## config.mk

```make
export PLATFORM = sky130hd
export DESIGN_NAME = flash_cmd_decoder
export DESIGN_NICKNAME = d
export VERILOG_FILES = /design/src/rtl/flash_cmd_pkg.sv /design/src/rtl/flash_cmd_dp.sv /design/src/rtl/flash_cmd_ctrl.sv /design/src/rtl/flash_cmd_decoder.sv
export SDC_FILE = /design/constraint.sdc
export NUM_CORES = 1
export LEC_CHECK = 0
export ABC_AREA = 1
export CAP_MARGIN = 5
export CELL_PAD_IN_SITES_DETAIL_PLACEMENT = 0
export CELL_PAD_IN_SITES_GLOBAL_PLACEMENT = 1
export CORE_MARGIN = 4
export CORE_UTILIZATION = 46
export CTS_BUF_LIST = sky130_fd_sc_hd__clkbuf_8
export DETAILED_ROUTE_END_ITERATION = 16
export DONT_BUFFER_PORTS = 1
export HOLD_SLACK_MARGIN = 0.1
export PLACE_DENSITY_LB_ADDON = 0.1
export SYNTH_ARGS = -nofsm -noshare
export SYNTH_HDL_FRONTEND = slang
export SYNTH_SLANG_ARGS = --single-unit
```

## constraint.sdc

```tcl
create_clock -name clk -period 1.7 [get_ports clk]
set_input_delay 0.34 -clock clk [delete_from_list [all_inputs] [get_ports clk]]
set_output_delay 0.34 -clock clk [all_outputs]
set_load 0.02 [all_outputs]
```

## src/rtl/flash_cmd_pkg.sv

```systemverilog
package flash_cmd_pkg;
  typedef enum logic [1:0] {
    MODE_READ    = 2'd0,
    MODE_AUTOSEL = 2'd1,
    MODE_BYPASS  = 2'd2,
    MODE_STATUS  = 2'd3
  } mode_e;

  typedef enum logic [3:0] {
    SQ_IDLE, SQ_U1, SQ_U2, SQ_PRG, SQ_E3, SQ_E4, SQ_E5, SQ_BPRG, SQ_BRST
  } seq_e;

  typedef enum logic [2:0] {
    OP_NONE, OP_LAUNCH, OP_RUN, OP_ERR, OP_HOLD
  } op_e;

  // strobes from control to datapath
  typedef struct packed {
    logic latchProg;
    logic holdLoad;
  } strobe_t;

  // address comparisons from datapath to control
  typedef struct packed {
    logic isLo;   // low bits equal 555h
    logic isHi;   // low bits equal 2AAh
  } match_t;

  localparam int CMP_W = 11;
  localparam logic [CMP_W-1:0] ADDR_LO = 11'h555;
  localparam logic [CMP_W-1:0] ADDR_HI = 11'h2AA;

  localparam logic [7:0] D_KEY1    = 8'hAA;
  localparam logic [7:0] D_KEY2    = 8'h55;
  localparam logic [7:0] D_RESET   = 8'hF0;
  localparam logic [7:0] D_IDENT   = 8'h90;
  localparam logic [7:0] D_PROG    = 8'hA0;
  localparam logic [7:0] D_BYPASS  = 8'h20;
  localparam logic [7:0] D_ERASE   = 8'h80;
  localparam logic [7:0] D_ERCHIP  = 8'h10;
  localparam logic [7:0] D_BYPEXIT = 8'h00;
endpackage

```

## src/rtl/flash_cmd_dp.sv

```systemverilog
module flash_cmd_dp
  import flash_cmd_pkg::*;
#(
  parameter int ADDR_W   = 18,
  parameter int HOLD_CYC = 20
) (
  input  logic              clk,
  input  logic              rstN,
  input  logic [ADDR_W-1:0] wrAddr,
  input  logic [7:0]        wrData,
  input  strobe_t           stb,
  output match_t            match,
  output logic              holdDone,
  output logic [ADDR_W-1:0] progAddr,
  output logic [7:0]        progData
);
  localparam int CNT_W = $clog2(HOLD_CYC + 1);

  logic [CNT_W-1:0] holdCnt;

  // only the low address bits take part in command matching
  assign match.isLo = (wrAddr[CMP_W-1:0] == ADDR_LO);
  assign match.isHi = (wrAddr[CMP_W-1:0] == ADDR_HI);
  assign holdDone   = (holdCnt == '0);

  always_ff @(posedge clk or negedge rstN) begin
    if (!rstN) begin
      progAddr <= '0;
      progData <= '0;
    end else if (stb.latchProg) begin
      progAddr <= wrAddr;
      progData <= wrData;
    end
  end

  always_ff @(posedge clk or negedge rstN) begin
    if (!rstN)              holdCnt <= '0;
    else if (stb.holdLoad)  holdCnt <= CNT_W'(HOLD_CYC - 1);
    else if (!holdDone)     holdCnt <= holdCnt - 1'b1;
  end
endmodule

```

## src/rtl/flash_cmd_ctrl.sv

```systemverilog
module flash_cmd_ctrl
  import flash_cmd_pkg::*;
(
  input  logic       clk,
  input  logic       rstN,
  input  logic       wrValid,
  input  logic [7:0] wrData,
  input  match_t     match,
  input  logic       blkProtected,
  input  logic       allProtected,
  input  logic       engBusy,
  input  logic       engError,
  input  logic       holdDone,
  output strobe_t    stb,
  output logic [1:0] mode,
  output logic       progStart,
  output logic       eraseStart
);
  seq_e  seq, seqN;
  mode_e baseMode, baseN;
  op_e   op, opN;
  logic  progN, eraseN;

  always_comb begin
    seqN   = seq;
    baseN  = baseMode;
    opN    = op;
    progN  = 1'b0;
    eraseN = 1'b0;
    stb    = '0;
    case (op)
      OP_LAUNCH: opN = OP_RUN;
      OP_RUN:    if (!engBusy) opN = engError ? OP_ERR : OP_NONE;
      OP_ERR:    if (wrValid && wrData == D_RESET) opN = OP_NONE;
      OP_HOLD:   if (holdDone) opN = OP_NONE;
      default: begin
        if (wrValid) begin
          seqN = SQ_IDLE;
          if (baseMode == MODE_BYPASS) begin
            case (seq)
              SQ_BPRG: begin
                stb.latchProg = 1'b1;
                if (!blkProtected) begin
                  progN = 1'b1;
                  opN   = OP_LAUNCH;
                end
              end
              SQ_BRST: if (wrData == D_BYPEXIT) baseN = MODE_READ;
              default: begin
                if (wrData == D_PROG)       seqN = SQ_BPRG;
                else if (wrData == D_IDENT) seqN = SQ_BRST;
              end
            endcase
          end else begin
            baseN = MODE_READ;  // mismatch or reset falls through to read
            case (seq)
              SQ_IDLE: if (match.isLo && wrData == D_KEY1) begin
                seqN = SQ_U1; baseN = baseMode;
              end
              SQ_U1: if (match.isHi && wrData == D_KEY2) begin
                seqN = SQ_U2; baseN = baseMode;
              end
              SQ_U2: if (match.isLo) begin
                case (wrData)
                  D_IDENT:  baseN = MODE_AUTOSEL;
                  D_BYPASS: baseN = MODE_BYPASS;
                  D_PROG:   begin seqN = SQ_PRG; baseN = baseMode; end
                  D_ERASE:  begin seqN = SQ_E3;  baseN = baseMode; end
                  default:  ;
                endcase
              end
              SQ_PRG: begin
                stb.latchProg = 1'b1;
                if (!blkProtected) begin
                  progN = 1'b1;
                  opN   = OP_LAUNCH;
                end
              end
              SQ_E3: if (match.isLo && wrData == D_KEY1) begin
                seqN = SQ_E4; baseN = baseMode;
              end
              SQ_E4: if (match.isHi && wrData == D_KEY2) begin
                seqN = SQ_E5; baseN = baseMode;
              end
              SQ_E5: if (match.isLo && wrData == D_ERCHIP) begin
                if (allProtected) begin
                  opN = OP_HOLD;
                  stb.holdLoad = 1'b1;
                end else begin
                  eraseN = 1'b1;
                  opN    = OP_LAUNCH;
                end
              end
              default: ;
            endcase
          end
        end
      end
    endcase
  end

  always_ff @(posedge clk or negedge rstN) begin
    if (!rstN) begin
      seq        <= SQ_IDLE;
      baseMode   <= MODE_READ;
      op         <= OP_NONE;
      progStart  <= 1'b0;
      eraseStart <= 1'b0;
    end else begin
      seq        <= seqN;
      baseMode   <= baseN;
      op         <= opN;
      progStart  <= progN;
      eraseStart <= eraseN;
    end
  end

  assign mode = (op != OP_NONE) ? MODE_STATUS : baseMode;
endmodule

```

## src/rtl/flash_cmd_decoder.sv

```systemverilog
module flash_cmd_decoder
  import flash_cmd_pkg::*;
#(
  parameter int ADDR_W   = 18,
  parameter int HOLD_CYC = 20
) (
  input  logic              clk,
  input  logic              rstN,
  input  logic              wrValid,
  input  logic [ADDR_W-1:0] wrAddr,
  input  logic [7:0]        wrData,
  input  logic              blkProtected,
  input  logic              allProtected,
  input  logic              engBusy,
  input  logic              engError,
  output logic [1:0]        mode,
  output logic              progStart,
  output logic              eraseStart,
  output logic [ADDR_W-1:0] progAddr,
  output logic [7:0]        progData
);
  strobe_t stb;
  match_t  match;
  logic    holdDone;

  flash_cmd_dp #(.ADDR_W(ADDR_W), .HOLD_CYC(HOLD_CYC)) u_dp (
    .clk(clk), .rstN(rstN), .wrAddr(wrAddr), .wrData(wrData), .stb(stb),
    .match(match), .holdDone(holdDone), .progAddr(progAddr), .progData(progData)
  );

  flash_cmd_ctrl u_ctrl (
    .clk(clk), .rstN(rstN), .wrValid(wrValid), .wrData(wrData), .match(match),
    .blkProtected(blkProtected), .allProtected(allProtected), .engBusy(engBusy),
    .engError(engError), .holdDone(holdDone), .stb(stb), .mode(mode),
    .progStart(progStart), .eraseStart(eraseStart)
  );
endmodule

```

Yosys cells after proc, flatten, opt, wreduce, memory -nomap -nowiden
Index checks and enable logic that the tools add are counted.

Memories kept: 0. Latch bits: 0. Bits in read-only memories: 0. Logic and storage cells: 117. Bits in registers: 42. Bits in writable memories: 0.

Div/mod/pow operators: 0. Magnitude comparators: 0. Equal/unequal tests: 34. Add/sub/neg operators: 1. Reduce and logical (&&, ||, !) cells: 18. Bitwise operators: 1. Shifts and indexed selects: 0. Multipliers: 0. Multiplexer cells: 55.

Operators by type and width (count): 8-bit equality test (second input constant) (5); 3-bit two-way mux (11); 2-bit two-way mux (11); 1-bit two-way mux (20); 4-bit two-way mux (5); 4-bit one-hot mux with 5 select lines (1); 4-bit by 3-bit equality test with 1-bit output (second input constant) (4); 7-bit AND reduction (2); 2-bit one-hot mux with 3 select lines (2); 3-bit one-hot mux with 2 select lines (2); 3-bit one-hot mux with 4 select lines (1); 11-bit by 10-bit equality test with 1-bit output (second input constant) (1); 11-bit equality test (second input constant) (1); 5-bit two-way mux (2); 2-bit != test (second input constant) (5); 4-bit by 2-bit equality test with 1-bit output (second input constant) (2); 8-bit by 5-bit equality test with 1-bit output (second input constant) (1); 8-bit by 6-bit equality test with 1-bit output (second input constant) (1); 8-bit by 7-bit equality test with 1-bit output (second input constant) (1); 8-bit zero test (1); 2-bit OR reduction (4); 7-bit by 1-bit != test with 1-bit output (second input constant) (1); 7-bit nonzero test (1); 3-bit by 2-bit equality test with 1-bit output (second input constant) (2); 18 further kinds (22).

Depth between registers and ports, before layout
Word-level depth: 8. Mapped depth: 10.

By module
A second synthesis with hierarchy kept.

Cells, all modules: 286. Area, all modules: 2419.8 µm².

Modules (own cells, without submodules): flash_cmd_dp (area an instance 1311.3 µm², sequential area each 775.7 µm², cells each 108, times used 1); flash_cmd_ctrl (area an instance 1108.6 µm², sequential area each 275.3 µm², cells each 178, times used 1).

Worst setup path before layout
Ideal clock, no wire load.

Kind: flip-flop to flip-flop. Start: reg u_dp.holdCnt[0]. End: reg u_ctrl.op[2]. Slack: 0.241 ns. Data required time: 1.582 ns. Cell stages (with the launch flop): 10. Data arrival time: 1.341 ns. Path through: dfrtp_1 -> inv_1 -> ha_1 -> nand3_1 -> nand2_1 -> nand2_1 -> a21oi_1 -> nand3_1 -> nand2_1 -> nand2_1.

Word-level cells in the longest chain between the ends: 3.

Ends and longest elaborated chain: start, declared (line flash_cmd_dp.sv:19) `logic [CNT_W-1:0] holdCnt;`; start signal, assigned (line flash_cmd_dp.sv:38) `else if (stb.holdLoad) holdCnt <= CNT_W'(HOLD_CYC - 1);`; start signal, assigned (line flash_cmd_dp.sv:39) `else if (!holdDone) holdCnt <= holdCnt - 1'b1;`; 5-bit zero test (line flash_cmd_dp.sv:24) `assign holdDone = (holdCnt == '0);`; 2-bit != test (no source line); 7-bit AND reduction (no source line); end signal, assigned (line flash_cmd_ctrl.sv:112) `op <= opN;`; end, declared (line flash_cmd_ctrl.sv:21) `op_e op, opN;`.

No other way between the ends. A chain may end at the register's enable or synchronous reset.

Worst setup path in the final report
Start: reg u_ctrl.seq[2]. End: reg u_dp.progData[1].

Word-level cells in the longest chain between the ends: 5. Elaborated cells between the ends (all ways): 7. Those cells by class: eq/ne (2); mux (5).

Ends and longest elaborated chain: start, declared (line flash_cmd_ctrl.sv:19) `seq_e seq, seqN;`; start signal, assigned (line flash_cmd_ctrl.sv:110) `seq <= seqN;`; 4-bit by 2-bit equality test with 1-bit output or 4-bit by 3-bit equality test with 1-bit output (tied branches) (line flash_cmd_ctrl.sv:56, flash_cmd_ctrl.sv:40); 1-bit two-way mux, on equally long branches (line flash_cmd_ctrl.sv:56, flash_cmd_ctrl.sv:40); 1-bit two-way mux * (line flash_cmd_ctrl.sv:39) `if (baseMode == MODE_BYPASS) begin`; 2-bit two-way mux * (line flash_cmd_ctrl.sv:37) `if (wrValid) begin`; 2-bit two-way mux * (line flash_cmd_ctrl.sv:31) `case (op)`; end signal, assigned (line flash_cmd_dp.sv:32) `progData <= wrData;`; end, declared (line flash_cmd_dp.sv:15) `output logic [7:0] progData`.

Mark *: on every way between the ends. The rest lies on a longest branch, timed or not.

==> impl_metrics.ini <==
[run_status]
status = finished clean

[cts]
clock_latency_ps = 300
htree_levels = 2
cts_max_path_buffers = 2
cts_sinks = 42
path_clk_slew_ps = 90
cts_buffers = 5
cts_tree = built
cts_root_buf = clkbuf_8
post-cts-setup-buffer-count = 0

[setup_path]
endpoint_kind = flop
critPathBufInv = 2
path_max_fanout = 22
cp_cell_sequence = inv_1, nand2_1, o21ai_0, nand3_2, buf_4, nand2_1, o21ai_0
cpLargestDelayFamily = flip-flops
slowest_delay_ps = 380
crit_slowest_cell = dfrtp_1
cp-start-kind = flop
cp.arrival_ps = 1730
required_ps = 1880
critPathKind = reg2reg

[pwr]
power.density_nw_per_um2 = 1635
swShare_pct = 45.63
pwr-share-seq_pct = 46.6
ir_drop_uv = 651.7
p_total_mw = 4.421
power.internal_mw = 2.403
power_frac_clock_pct = 18.5
p_leak_nw = 1.412
p_switching_mw = 2.017
comb_power_share_pct = 34.9

[sta]
final-setup-viol-count = 0
fin_crit_ps = 1553
min_period_over_period_pct = 91.37
fin_worst_skew_ps = 7.258
whs_ps = 146.9
drv_slew = 0
relSlewSlack_pct = 73.92
hold_viol = 0
timing.fmax_mhz = 643.8
worstMarginPinSlew_ps = 388.2

[route]
totalWireLength_mm = 6.033
antenna_left = 0
routed-via-count = 2163
drt-pass1-iter-count = 4
vias_per_cell = 5.019
drt_iter0_markers = 122
drc_errors = 0
wl_per_cell_um = 14.00

[cells_and_area]
nets = 395
final_common_cell = nand2_1
post_route_cells_drive_above_1_share_pct = 11.36
syn_to_final_growth_pct = 9.974
antenna_cells = 0
instances_no_fill = 431
final_cell_mix = 124 x nand2_1, 42 x nor2_1, 41 x dfrtp_1

[global_routing]
grtUsageTotal_pct = 19.98
grt_overflow = 0
grt_max_degree = 43
antenna_found_initial = 0
grt_pass1_wl_mm = 10.16
grt_pass1_vias = 2138

[floorplan]
std_cell_rows = 26
dieArea_um2 = 6579
initial_utilization_pct = 47.83
placeableCoreArea_um2 = 5140
pin_count = 63
die-width_um = 81.11
die_y_um = 81.11

[synth]
syn_inst = 350
synthFlopType = dfrtp_1
synthArstFlopShare_pct = 100.0
synth_edf_count = 0
netlist_area_um2 = 2459
syn_avg_cell_area_um2 = 7.025
ys_warn_count = 0
ys_seq_area_share_pct = 42.75
yosysUniqueCellTypes = 26
synth_seq_cells = 42
syn_nets = 385

[place]
routabilityCongestion = 0.8518
io_buffers = 0
hpwl_mm = 4.695
dp_cells = 420

[hold_path]
hold_class = in2reg

[flow_run]
drv_cap = 0
## final timing paths
kind	cells after the start	end	start	slack, ps
setup / recovery	7	u_dp.progData[1]$_DFFE_PN0P_	u_ctrl.seq[2]$_DFFE_PN0P_	150
hold / removal	2	u_dp.progAddr[17]$_DFFE_PN0P_	wrAddr[17]	150
setup reg to reg	7	u_dp.progData[1]$_DFFE_PN0P_	u_ctrl.seq[2]$_DFFE_PN0P_	150
hold reg to reg	2	u_ctrl.baseMode[0]$_DFFE_PN0P_	u_ctrl.baseMode[0]$_DFFE_PN0P_	480
max in group asynchronous	2	u_ctrl.seq[0]$_DFFE_PN0P_	rstN	970
min in group asynchronous	2	u_dp.progAddr[13]$_DFFE_PN0P_	rstN	520
## registers in the layout, indices dropped and copies added (netlist names)
name	count
u_dp.progData	8
u_ctrl.op	3
u_ctrl.baseMode	2
u_dp.progAddr	18
u_ctrl.progStart	1
u_dp.holdCnt	5
u_ctrl.seq	4
u_ctrl.eraseStart	1
## through the flow
| step | setup slack (ps) | area [µm²] | util (%) | TNS [ps] |
|---|---|---|---|---|
| floorplan | 240.9 | 2459 | - | 0 |
| global route | -43.32 | 2704 | 52.60 | -103.3 |
| global placement | 108.7 | 2537 | 49.37 | 0 |
| finish | 146.7 | 2704 | 52.60 | 0 |
| CTS | 101.5 | 2690 | 52.34 | 0 |
| detailed placement | 126.0 | 2537 | 49.37 | 0 |
## synthesized netlist by cell type, types with 3 or more instances
cell     number  area share (%)
nand2_1     125              19
nor2_1       43             6.6
dfrtp_1      42              43
inv_1        40             6.1
nand3_1      24             4.9
nand4_1      13             3.3
o21ai_0      12             2.4
nor3_1        8             1.6
a21oi_1       6             1.2
inv_2         6            0.92
o21ai_2       5             1.8
nand3_2       4             1.6
nor2_2        4             1.0
buf_6         3             1.4
## power groups by stage
| stage | clock network (mW) | registers (mW) | logic [mW] |
|---|---|---|---|
| 6_report | 0.816 | 2.06 | 1.54 |
| 5_1_grt | 0.886 | 2.11 | 1.82 |
| 4_1_cts | 0.846 | 2.07 | 1.53 |
| 3_5_place_dp | 0 | 2.09 | 1.50 |
| 3_3_place_gp | 0 | 2.08 | 1.48 |
| 2_1_floorplan | 0 | 1.99 | 1.24 |
## routing by layer
metal	track usage [%]	wire length, µm	vias to the layer above
met2	33.17	2880	44
met3	4.989	302	7
li1	-	-	1124
met4	5.068	74	0
met5	0	0	-
met1	26.03	2776	988
## cell families after synthesis
group	share of synthesized area [%]
XOR/XNOR	0.3563
AO/OA/AOI/OAI	6.056
AND/OR/NAND/NOR	40.92
buffers and inverters	8.905
flip-flops	42.75
adder cells (fa/ha/maj)	1.018
## final cells by class
cell class | instances | area, µm²
timing repair buffer | 8 | 77.57
inverter | 46 | 172.7
multi-input combinational | 257 | 1201
sequential | 42 | 1052
clock inverter | 3 | 43.79
tap | 70 | 87.58
clock buffer | 5 | 68.82
fill | 562 | 2436
## timing repair
item | in CTS | in global routing
resized for setup | 0 | 5
hold buffers | 3 | 0
hold endpoints to repair | 43 | 0
setup endpoints to repair | 0 | 5
(Power assumes the default switching activity.)
